[config.mk]
export PLATFORM = sky130hd
export DESIGN_NAME = vector_irq_ctrl
export DESIGN_NICKNAME = d
export VERILOG_FILES = /design/src/rtl/vic_pkg.sv /design/src/rtl/vic_ctrl.sv /design/src/rtl/vic_datapath.sv /design/src/rtl/vector_irq_ctrl.sv
export SDC_FILE = /design/constraint.sdc
export NUM_CORES = 2
export LEC_CHECK = 0
export ABC_AREA = 1
export BUFFER_PORTS_ARGS = -buffer_cell sky130_fd_sc_hd__buf_2
export CORE_UTILIZATION = 34
export DETAILED_ROUTE_END_ITERATION = 12
export GPL_TIMING_DRIVEN = 0
export HOLD_SLACK_MARGIN = 0.1
export PLACE_DENSITY_LB_ADDON = 0.2
export REMOVE_ABC_BUFFERS = 1
export SETUP_SLACK_MARGIN = 0.5
export SYNTH_ARGS = -nofsm -noshare
export SYNTH_HDL_FRONTEND = slang
export SYNTH_SLANG_ARGS = --single-unit
[constraint.sdc]
create_clock -name clk -period 7.61 [get_ports clk]
set_input_delay 1.1415 -clock clk [delete_from_list [all_inputs] [get_ports clk]]
set_output_delay 1.1415 -clock clk [all_outputs]
set_load 0.005 [all_outputs]
[src/rtl/vic_pkg.sv]
package vic_pkg;
  localparam int SRC_NUM = 32;
  localparam int DATA_W  = 32;

  // write/read strobes from the decoder to the datapath
  typedef struct packed {
    logic       selWr;
    logic       enSet;
    logic       enClr;
    logic       softSet;
    logic       softClr;
    logic       protWr;
    logic       testWr;
    logic       defWr;
    logic       vecAck;
    logic       vecRd;
    logic       slotAddrWr;
    logic       slotCtlWr;
    logic [7:0] slotIdx;
  } vicStrobes_t;
endpackage

[src/rtl/vic_ctrl.sv]
module vic_ctrl
  import vic_pkg::*;
#(
  parameter int ADDR_W   = 12,
  parameter int NUM_SLOT = 16
) (
  input  logic              clk,
  input  logic              rstN,
  input  logic [ADDR_W-1:0] busAddr,
  input  logic              busWrEn,
  input  logic              busRdEn,
  input  logic              privIn,
  input  logic              protOn,
  output vicStrobes_t       stb
);
  logic       wrOk;
  logic       inSlotRange;
  logic [7:0] wordIdx;

  always_comb begin
    wrOk        = busWrEn && (!protOn || privIn);
    wordIdx     = 8'(busAddr[7:2]);
    inSlotRange = (int'(wordIdx) < NUM_SLOT) && (busAddr[1:0] == 2'b00);
    stb         = '0;
    stb.slotIdx = wordIdx;
    stb.vecRd   = busRdEn && (busAddr == ADDR_W'(12'h030));
    if (wrOk) begin
      case (busAddr)
        ADDR_W'(12'h00C): stb.selWr   = 1'b1;
        ADDR_W'(12'h010): stb.enSet   = 1'b1;
        ADDR_W'(12'h014): stb.enClr   = 1'b1;
        ADDR_W'(12'h018): stb.softSet = 1'b1;
        ADDR_W'(12'h01C): stb.softClr = 1'b1;
        ADDR_W'(12'h020): stb.protWr  = 1'b1;
        ADDR_W'(12'h030): stb.vecAck  = 1'b1;
        ADDR_W'(12'h034): stb.defWr   = 1'b1;
        ADDR_W'(12'h300): stb.testWr  = 1'b1;
        default: begin
          if (busAddr[ADDR_W-1:8] == (ADDR_W-8)'(1) && inSlotRange) stb.slotAddrWr = 1'b1;
          if (busAddr[ADDR_W-1:8] == (ADDR_W-8)'(2) && inSlotRange) stb.slotCtlWr  = 1'b1;
        end
      endcase
    end
  end

  AST_PROT_BLOCK: assert property (@(posedge clk) disable iff (!rstN)
    (busWrEn && protOn && !privIn) |-> !(stb.selWr || stb.enSet || stb.enClr || stb.softSet ||
      stb.softClr || stb.protWr || stb.testWr || stb.defWr || stb.vecAck ||
      stb.slotAddrWr || stb.slotCtlWr));

  AST_ONE_WRITE: assert property (@(posedge clk) disable iff (!rstN)
    $onehot0({stb.selWr, stb.enSet, stb.enClr, stb.softSet, stb.softClr, stb.protWr,
              stb.testWr, stb.defWr, stb.vecAck, stb.slotAddrWr, stb.slotCtlWr}));
endmodule

[src/rtl/vic_datapath.sv]
module vic_datapath
  import vic_pkg::*;
#(
  parameter int          NUM_SLOT = 16,
  parameter int          ADDR_W   = 12,
  parameter logic [31:0] ID_VALUE = 32'h0005_A190
) (
  input  logic              clk,
  input  logic              rstN,
  input  vicStrobes_t       stb,
  input  logic [DATA_W-1:0] wrData,
  input  logic [ADDR_W-1:0] rdAddr,
  input  logic [SRC_NUM-1:0] srcIn,
  output logic [DATA_W-1:0] rdData,
  output logic              irqOut,
  output logic              fiqOut,
  output logic              protOn
);
  localparam int LVL_W    = $clog2(NUM_SLOT + 2);
  localparam int SLOT_W   = $clog2(NUM_SLOT);
  localparam int DEF_LVL  = NUM_SLOT;
  localparam int IDLE_LVL = NUM_SLOT + 1;

  logic [SRC_NUM-1:0] enMask, selMask, softBits;
  logic               protBit, testBit;
  logic [DATA_W-1:0]  defAddr;
  logic [DATA_W-1:0]  slotAddr [NUM_SLOT];
  logic [5:0]         slotCtl  [NUM_SLOT];
  logic [NUM_SLOT:0]  stackMask;

  logic [SRC_NUM-1:0] rawSt, irqSt, fiqSt;
  logic [NUM_SLOT-1:0] slotHit;
  logic [SLOT_W-1:0]  winSlot;
  logic               anyHit, reqValid;
  logic [LVL_W-1:0]   curLevel, reqLevel;
  logic [DATA_W-1:0]  vecData;
  logic [5:0]         rdIdx;

  assign rawSt = srcIn | softBits;
  assign irqSt = rawSt & enMask & ~selMask;
  assign fiqSt = rawSt & enMask & selMask;

  for (genvar s = 0; s < NUM_SLOT; s++) begin : g_hit
    assign slotHit[s] = slotCtl[s][5] && irqSt[slotCtl[s][4:0]];
  end

  always_comb begin
    anyHit  = |slotHit;
    winSlot = '0;
    for (int s = NUM_SLOT - 1; s >= 0; s--)
      if (slotHit[s]) winSlot = SLOT_W'(s);
    curLevel = LVL_W'(IDLE_LVL);
    for (int l = NUM_SLOT; l >= 0; l--)
      if (stackMask[l]) curLevel = LVL_W'(l);
    if (anyHit)      reqLevel = LVL_W'(winSlot);
    else if (|irqSt) reqLevel = LVL_W'(DEF_LVL);
    else             reqLevel = LVL_W'(IDLE_LVL);
    reqValid = reqLevel < curLevel;
    vecData  = (reqValid && anyHit) ? slotAddr[winSlot] : defAddr;
  end

  assign irqOut = reqValid;
  assign fiqOut = |fiqSt;
  assign protOn = protBit;

  always_ff @(posedge clk or negedge rstN) begin
    if (!rstN) begin
      enMask <= '0; selMask <= '0; softBits <= '0;
      protBit <= 1'b0; testBit <= 1'b0; defAddr <= '0; stackMask <= '0;
      for (int s = 0; s < NUM_SLOT; s++) begin
        slotAddr[s] <= '0;
        slotCtl[s]  <= '0;
      end
    end else begin
      if (stb.selWr)   selMask  <= wrData;
      if (stb.enSet)   enMask   <= enMask | wrData;
      if (stb.enClr)   enMask   <= enMask & ~wrData;
      if (stb.softSet) softBits <= softBits | wrData;
      if (stb.softClr) softBits <= softBits & ~wrData;
      if (stb.protWr)  protBit  <= wrData[0];
      if (stb.testWr)  testBit  <= wrData[0];
      if (stb.defWr)   defAddr  <= wrData;
      for (int s = 0; s < NUM_SLOT; s++) begin
        if (stb.slotAddrWr && int'(stb.slotIdx) == s) slotAddr[s] <= wrData;
        if (stb.slotCtlWr  && int'(stb.slotIdx) == s) slotCtl[s]  <= wrData[5:0];
      end
      if (stb.vecRd && reqValid)
        stackMask <= stackMask | ((NUM_SLOT + 1)'(1) << reqLevel);
      else if (stb.vecAck)
        stackMask <= stackMask & (stackMask - 1'b1);
    end
  end

  always_comb begin
    rdIdx  = rdAddr[7:2];
    rdData = '0;
    case (rdAddr)
      ADDR_W'(12'h000): rdData = irqSt;
      ADDR_W'(12'h004): rdData = fiqSt;
      ADDR_W'(12'h008): rdData = rawSt;
      ADDR_W'(12'h00C): rdData = selMask;
      ADDR_W'(12'h010): rdData = enMask;
      ADDR_W'(12'h018): rdData = softBits;
      ADDR_W'(12'h020): rdData = {31'b0, protBit};
      ADDR_W'(12'h030): rdData = vecData;
      ADDR_W'(12'h034): rdData = defAddr;
      ADDR_W'(12'h300): rdData = {31'b0, testBit};
      default: begin
        if (rdAddr[1:0] == 2'b00 && int'(rdIdx) < NUM_SLOT) begin
          if (rdAddr[ADDR_W-1:8] == (ADDR_W-8)'(1)) rdData = slotAddr[rdIdx[SLOT_W-1:0]];
          if (rdAddr[ADDR_W-1:8] == (ADDR_W-8)'(2)) rdData = {26'b0, slotCtl[rdIdx[SLOT_W-1:0]]};
        end
        if (rdAddr[ADDR_W-1:4] == (ADDR_W-4)'('hFE) && rdAddr[1:0] == 2'b00)
          rdData = {24'b0, ID_VALUE[8*rdAddr[3:2] +: 8]};
      end
    endcase
  end

  AST_STACK_POP: assert property (@(posedge clk) disable iff (!rstN)
    (stb.vecAck && !stb.vecRd && stackMask != '0) |=>
      $countones(stackMask) == $countones($past(stackMask)) - 1);

  AST_STACK_PUSH: assert property (@(posedge clk) disable iff (!rstN)
    (stb.vecRd && irqOut) |=> $countones(stackMask) == $countones($past(stackMask)) + 1);

  AST_FIQ_NO_VEC: assert property (@(posedge clk) disable iff (!rstN)
    irqOut |-> ((rawSt & enMask & ~selMask) != '0));

  AST_SOFT_CLR: assert property (@(posedge clk) disable iff (!rstN)
    stb.softClr |=> (softBits & $past(wrData)) == '0);

  AST_EN_SET: assert property (@(posedge clk) disable iff (!rstN)
    stb.enSet |=> (enMask & $past(wrData)) == $past(wrData));
endmodule

[src/rtl/vector_irq_ctrl.sv]
module vector_irq_ctrl
  import vic_pkg::*;
#(
  parameter int          NUM_SLOT = 16,
  parameter int          ADDR_W   = 12,
  parameter logic [31:0] ID_VALUE = 32'h0005_A190
) (
  input  logic              clk,
  input  logic              rstN,
  input  logic [ADDR_W-1:0] busAddr,
  input  logic              busWrEn,
  input  logic              busRdEn,
  input  logic [31:0]       busWrData,
  output logic [31:0]       busRdData,
  input  logic              privIn,
  input  logic [31:0]       srcIn,
  output logic              irqOut,
  output logic              fiqOut
);
  vicStrobes_t stb;
  logic        protOn;

  vic_ctrl #(.ADDR_W(ADDR_W), .NUM_SLOT(NUM_SLOT)) u_ctrl (
    .clk(clk), .rstN(rstN), .busAddr(busAddr), .busWrEn(busWrEn),
    .busRdEn(busRdEn), .privIn(privIn), .protOn(protOn), .stb(stb)
  );

  vic_datapath #(.NUM_SLOT(NUM_SLOT), .ADDR_W(ADDR_W), .ID_VALUE(ID_VALUE)) u_dp (
    .clk(clk), .rstN(rstN), .stb(stb), .wrData(busWrData), .rdAddr(busAddr),
    .srcIn(srcIn), .rdData(busRdData), .irqOut(irqOut), .fiqOut(fiqOut), .protOn(protOn)
  );
endmodule

* Word-level counts from Yosys, hierarchy flattened
Index checks and enable logic that the tools add are counted.
Storage, ports and cells: output and inout port bits 34, register bits 755, input port bits 81
Cells by class: shifts and indexed selects 2, bitwise operators 14, multiplexer cells 102, add/subtract/negate cells 1, reductions and logical operators 68, $lt $le $gt $ge 20, equal/unequal tests 29
Operator list (count):
- two-way mux 32 bit | 13
- one-hot mux 32 bit (10 select lines) | 1
- binary-select mux 32 bit (select 4 bit) | 2
- AND 32 bit | 5
- less-than comparator 5 x 6 -> 1 bit, second input constant | 16
- bitwise OR 32 bit | 3
- two-way mux 5 bit | 17
- binary-select mux 1 bit (select 5 bit) | 16
- two-way mux 4 bit | 16
- inverter 32 bit | 2
- OR reduction 32 bit | 2
- logical AND 1 bit | 56
- equality test 12 x 5 -> 1 bit, second input constant | 4
- equality test 6 x 5 -> 1 bit, second input constant | 8
- equality test 12 x 6 -> 1 bit, second input constant | 3
- two-way mux 17 bit | 2
- variable part select 32 x 6 -> 8 bit, first input constant | 1
- two-way mux 1 bit | 29
- binary-select mux 6 bit (select 4 bit) | 1
- equality test 12 x 4 -> 1 bit, second input constant | 2
- equality test 6 x 4 -> 1 bit, second input constant | 4
- AND 17 bit | 1
- bitwise OR 17 bit | 1
- left shift 1 x 5 -> 17 bit, first input constant | 1
- 23 further kinds | 30

* Logic depth before layout (Yosys ltp)
depth after elaboration 28, mapped depth 40

* By module
From an unflattened synthesis, not the netlist that was laid out.
Second synthesis, totals: cell total of the unflattened synthesis 6859, area, all modules 46828.7 sq um
Modules (own cells, without submodules):
- vic_datapath | cells an instance 6788, area an instance 46468.3 sq um, seq. area each 18893.1 sq um, instances 1
- vic_ctrl | cells an instance 71, area an instance 360.3 sq um, seq. area each 0.0 sq um, instances 1

* Least setup slack after synthesis
OpenSTA, ideal clock, no wires.
path kind input-to-output, start in srcIn[24], end out busRdData[4], arrival 4.285 ns, data required time 6.468 ns, cell stages on the path 26, path buffers 3, setup slack 2.183 ns, cell sequence or2_4 -> nand2_4 -> nor2_2 -> buf_6 -> nand2_1 -> o21ai_1 -> o221ai_1 -> nand3_1 -> a21oi_1 -> nor2_1 -> nand2_1 -> nand2_1 -> nor2_2 -> o31ai_1 -> nand2_1 -> inv_2 -> buf_2 -> ha_1 -> a21oi_1 -> o21bai_1 -> a21oi_4 -> nand2_4 -> buf_6 -> a21oi_2 -> nand2_1 -> a21oi_1
RTL lines:
- start, declared | RTL line vector_irq_ctrl.sv:16 | input logic [31:0] srcIn,
- bitwise OR 32 bit * | RTL line vic_datapath.sv:39 | assign rawSt = srcIn | softBits;
- AND 32 bit * (2 in series) | RTL line vic_datapath.sv:40 | assign irqSt = rawSt & enMask & ~selMask;
- binary-select mux 1 bit (select 5 bit) | RTL line vic_datapath.sv:44 | assign slotHit[s] = slotCtl[s][5] && irqSt[slotCtl[s][4:0]];
- two-way mux 1 bit (not written as such) | RTL line vic_datapath.sv:44
- logical AND 1 bit | RTL line vic_datapath.sv:44
- two-way mux 4 bit (16 in series) | RTL line vic_datapath.sv:51 | if (slotHit[s]) winSlot = SLOT_W'(s);
- two-way mux 5 bit * | RTL line vic_datapath.sv:55 | if (anyHit) reqLevel = LVL_W'(winSlot);
- less-than comparator 5 bit * | RTL line vic_datapath.sv:58 | reqValid = reqLevel < curLevel;
- named net irqOut | RTL line vector_irq_ctrl.sv:17 | output logic irqOut,
- logical AND 1 bit * | RTL line vic_datapath.sv:59 | vecData = (reqValid && anyHit) ? slotAddr[winSlot] : defAddr;
- two-way mux 32 bit * | RTL line vic_datapath.sv:59
- one-hot mux 32 bit (10 select lines) * | RTL line vic_datapath.sv:97 | case (rdAddr)
- end, declared | RTL line vector_irq_ctrl.sv:14 | output logic [31:0] busRdData,
The timed path passes the listed nets; every way through them passes the cells marked *. The select of a mux whose other input is x is not followed.

* Worst setup path after layout
start in srcIn[15], end out busRdData[1]
On the way: longest elaborated chain between the ends 28
RTL lines (RTL line):
- bitwise OR 32 bit * | vic_datapath.sv:39
- AND 32 bit * (2 in series) | vic_datapath.sv:40
- binary-select mux 1 bit (select 5 bit) | vic_datapath.sv:44
- two-way mux 1 bit (not written as such) | vic_datapath.sv:44
- logical AND 1 bit | vic_datapath.sv:44
- two-way mux 4 bit (16 in series) | vic_datapath.sv:51
- inverter 4 -> 5 bit (not written as such) | vic_datapath.sv:59
- binary-select mux 32 bit (select 4 bit) | vic_datapath.sv:59
- two-way mux 32 bit (not written as such) (2 in series) | vic_datapath.sv:59
- two-way mux 32 bit * | vic_datapath.sv:59
- one-hot mux 32 bit (10 select lines) * | vic_datapath.sv:97
Every way passes the cells marked *; elsewhere a longest branch is shown, timed or not. The select of a mux whose other input is x is not followed.

==> impl.org <==
** Status
- The flow ran to the end, and the final reports show no timing, DRC or antenna violations.

** STA
- The final critical path takes up between 90% and 100% of the cycle.
- Min Tclk post-route :: 7.14 ns
- Worst Clk Skew :: 0.0243 ns
- Setup Viol. Count Final :: 0
- The count of pins over their slew limit was 0.
- Actual transition at the worst max-transition pin :: 1.37 ns
- Tightest slew margin relative to the limit :: 8.65%
- RSZ-0062 raised after global routing :: no
- Timing would allow up to roughly 140 MHz.
- The hold violation count in the final report came to 0.
- In the post-route analysis, the smallest setup slack over all paths is around 0.47 ns.

** Final layout
- The library cell used most frequently in the layout, excluding fill and tap cells, is nand2_1.
- Filler-free cell count of the finished design :: between 8k and 9k
- At the end of the flow, the number of nets in the layout was 6,700.
- Relative to the synthesized area, the layout overhead comes to 16.1%.
- Fill cells in the final layout number ~14k.
- The library cells used most frequently in the layout, excluding fill and tap cells, are 1,956 x nand2_1, 1,224 x o21ai_0, 750 x dfrtp_1.
- Summing all flip-flop and latch instances after layout gives roughly 19,000 um2.
- Of the cells placed in the final design, the portion with a size suffix greater than 1 is 10.8%.
- Footprint of the multi-input gates :: about 25,000 um2

** Place
- Detailed placement ended at an HPWL of around 130 mm.
- The count of buffers added on input and output ports is between 100 and 150.
- Number of placed instances, taps included :: between 8k and 9k
- Prior to clock tree synthesis, the placed netlist has a worst setup slack of -2.97 ns.
- The congestion estimate from routability-driven global placement came to between 0.9 and 1.

** Worst setup path
- CP Capture Type :: output port
- Critical path peak fanout :: 16
- Critical path launch point type :: input port
- The startpoint identified for the worst register-to-register timing path is u_dp.slotCtl[6].
- Largest incremental delay on the critical path :: 0.29 ns
- Data on the critical path arrives at its endpoint at 6.00 ns.
- For the worst setup path, the data required time is between 6 and 7 ns.
- Count of cells along the worst register-to-register path :: 28
- Critical-path cell with the highest stage delay :: inv_2
- CP dominant cell by count :: nand2_1
- Across all register-to-register paths, the minimum setup slack is approximately 2.5 ns.
- Crit Path Category :: input port to output port
- Reg-to-reg critical path endpoint :: u_dp.stackMask[6]

** Routing
- In this run, the number of DRC markers left after iteration 0 of detailed routing was about 7.7k.
- The detailed router placed 50.7k vias in this run.
- Pre-Repair DR Iteration Count :: 8
- For this run, design rule violations remaining after detail routing come to 0.
- Total wire length :: 226 mm
- In the final routed layout, each cell accounts on average for between 20 and 30 um.
- After detailed routing, the number of vias per cell comes to between 5 and 6.
- The detail route stage leaves a number of antenna-violating nets equal to 0.

** Clock network
- Counting every sink on the clock net gives 755.
- Clock-pin slew reported for the worst setup and hold paths after clock tree synthesis :: 0.06 ns
- Cell chosen for the clock root :: clkbuf_16
- TritonCTS built the clock tree.
- The H-tree was split into 3 levels.
- Buffers inserted during clock tree synthesis total between 90 and 100.
- Number of buffers inserted for hold repair after clock tree synthesis :: 0
- The clock passes through at most 3 buffers.
- For the worst-skew pair, the clock arrives at the later sink with an insertion delay of approximately 0.71 ns.

** Global route
- Global routing consumed, over all layers together, 32.1% of the routing resources.
- Number of antenna violations at the first check in global routing :: 11
- Number of global-route vias before repair :: approximately 45k
- Wire length of the first global-routing pass :: ~320 mm
- Total grt overflow :: 0
- Pin count of the biggest net entering global routing :: ~140

** Pwr
- NetSw :: roughly 2.4 mW
- IR analysis of the VDD net gives a maximum drop of 155 uV.
- Sw frac :: between 20% and 30%
- Part of the power in the clock network :: around 50%
- Leakage power :: 22.1 nW
- The share of total power dissipated in combinational logic is under 10%.
- Dividing total power by cell area gives a power density of roughly 170 nW/um2.
- Sequential cells burn about 44% of the power.
- Int Pwr :: roughly 6.7 mW

** Yosys
- Cell area after synthesis :: roughly 46,000 um2
- Syn Inst Count :: a little under 7k
- Summing the sequential cell areas from Yosys gives 40.7% of the chip area.
- After synthesis, the netlist uses just under 50 different library cells.
- Async S/R FF share, synth :: between 90% and 100%
- The most used flip-flop cell after synthesis is dfrtp_1.
- YS warnings :: 0
- The synthesized design contains 0 enable-type register cells.
- #FFs+latches synth :: about 760
- Mean cell area of the mapped netlist :: roughly 7 um2

** Die
- Number of rows in the core area :: roughly 140
- The die covers roughly 140,000 um2.
- The floorplan step defined a core boundary enclosing 135,000 um2.
- roughly 120 I/O pins were placed.
- The floorplan step set the die width to approximately 370 um.
- For this configuration, the core starts out at a cell density of between 30% and 40%.
- The die is between 300 and 400 um tall.

** Hold path
- The tightest min-delay check is of the input port to asynchronous set/reset pin type.

** Run
- Max-cap violations in this run came to 0.
[through the flow]
| step | hold slack [ns] | setup TNS [ns] | utilization, % | total power, mW | area, um2 |
|---|---|---|---|---|---|
| 2_1_floorplan | 0.453 | -94.62 | - | 4.34 | 44100 |
| 3_3_place_gp | 0.466 | - | 34.6 | 4.68 | 46900 |
| 3_5_place_dp | 0.473 | -84.54 | 35.9 | 4.68 | 48700 |
| 4_1_cts | 0.487 | 0 | 39.4 | 9.14 | 53400 |
| 5_1_grt | 0.501 | 0 | 39.7 | 9.33 | 53800 |
| 6_report | 0.468 | 0 | 39.8 | 9.11 | 53900 |
[synthesized netlist by cell type, types with 8 or more instances]
cell type  instances  area, um2
a2111oi_0         22        193
a211oi_1           9       67.6
a21oi_1          159        796
a221oi_1          16        140
buf_1             26       97.6
buf_2             88        440
buf_4             27        203
buf_6              8       90.1
clkbuf_1         377       1420
clkinv_1           9       33.8
dfrtp_1          755      18900
inv_1            294       1100
inv_2             72        270
nand2_1         1991       7470
nand2_2           22        138
nand3_1          610       3050
nand3_2           12        120
nand4_1           82        513
nor2_1           434       1630
nor2_2            11       68.8
nor2_4            13        146
nor3_1            27        135
nor4_1            11       68.8
o211ai_1          87        653
o21ai_0         1226       6140
o21ai_1           68        340
o221ai_1          63        552
o22ai_1          135        845
o311ai_1          14        123
[metal layers]
layer  vias up  share of wire (%)  global-route usage (%)
met2      3154                 42                    46.3
met3       666                 12                    8.02
met5         -              0.016                       0
met1     24300                 40                    43.0
met4         6                6.2                    19.2
li1      22600                  -                       -
[repair_timing]
| item | 4_1_cts | 5_1_grt |
|---|---|---|
| pin swaps | 32 | 19 |
| gates resized for setup | 115 | 59 |
| endpoints found under the setup margin | 33 | 32 |
| gates cloned | 25 | 3 |
| buffers inserted | 90 | 22 |
[worst max-delay path by stage]
stage | start | endpoint | slack [ns]
after global routing | srcIn[23] | busRdData[19] | 0.45
after floorplan | srcIn[8] | busRdData[10] | -2.12
after detailed placement | srcIn[6] | busRdData[1] | -2.97
final | srcIn[15] | busRdData[1] | 0.47
after global placement | busAddr[2] | busRdData[25] | -16.46
after CTS | busAddr[3] | busRdData[18] | 0.46
[worst max-delay path, delay by kind of cell]
| kind | cells | cell delay (ns) |
|---|---|---|
| and+or+nand+nor | 16 | 1.78 |
| buffers and inverters | 10 | 1.73 |
| AOI/OAI and AO/OA | 6 | 0.98 |
| adders and majority gates | 1 | 0.20 |
[power by group through the flow]
| stage | Sequential, mW | Combinational, mW | Clock (mW) |
|---|---|---|---|
| 2_1_floorplan | 4.10 | 0.235 | 0 |
| 3_3_place_gp | 4.11 | 0.570 | 0 |
| 3_5_place_dp | 4.11 | 0.574 | 0 |
| 4_1_cts | 4.03 | 0.581 | 4.53 |
| 5_1_grt | 4.03 | 0.637 | 4.66 |
| 6_report | 4.03 | 0.595 | 4.48 |
[flip-flops by register name (all words and copies together) (netlist names), named ones only]
| name | flops |
|---|---|
| u_dp.slotCtl | 96 |
| u_dp.testBit | 1 |
| u_dp.slotAddr | 512 |
| u_dp.stackMask | 17 |
| u_dp.defAddr | 32 |
| u_dp.protOn | 1 |
| u_dp.selMask | 32 |
[area by class of cell]
| type | instances | area share (%) |
|---|---|---|
| antenna | 8 | 0.0372 |
| clock buffer | 137 | 5.04 |
| clock inverter | 30 | 0.488 |
| inverter | 375 | 2.93 |
| multi-input combinational | 5085 | 45.8 |
| sequential | 755 | 35.1 |
| tap | 1781 | 4.14 |
| timing repair buffer | 296 | 6.33 |
| timing repair inverter | 7 | 0.114 |
[kinds of logic (layout without fill, tap and decap cells)]
logic type / after synthesis / count (layout) / synth area share, %
adders and majority gates: 7 / 7 / 0.189
and+or+nand+nor: 3230 / 3241 / 29.2
DFF: 755 / 755 / 40.7
AOI/OAI and AO/OA: 1837 / 1837 / 22.0
other: 0 / 8 / 0
buffers and inverters: 901 / 845 / 7.88
Power figures use the tool's default switching activity.
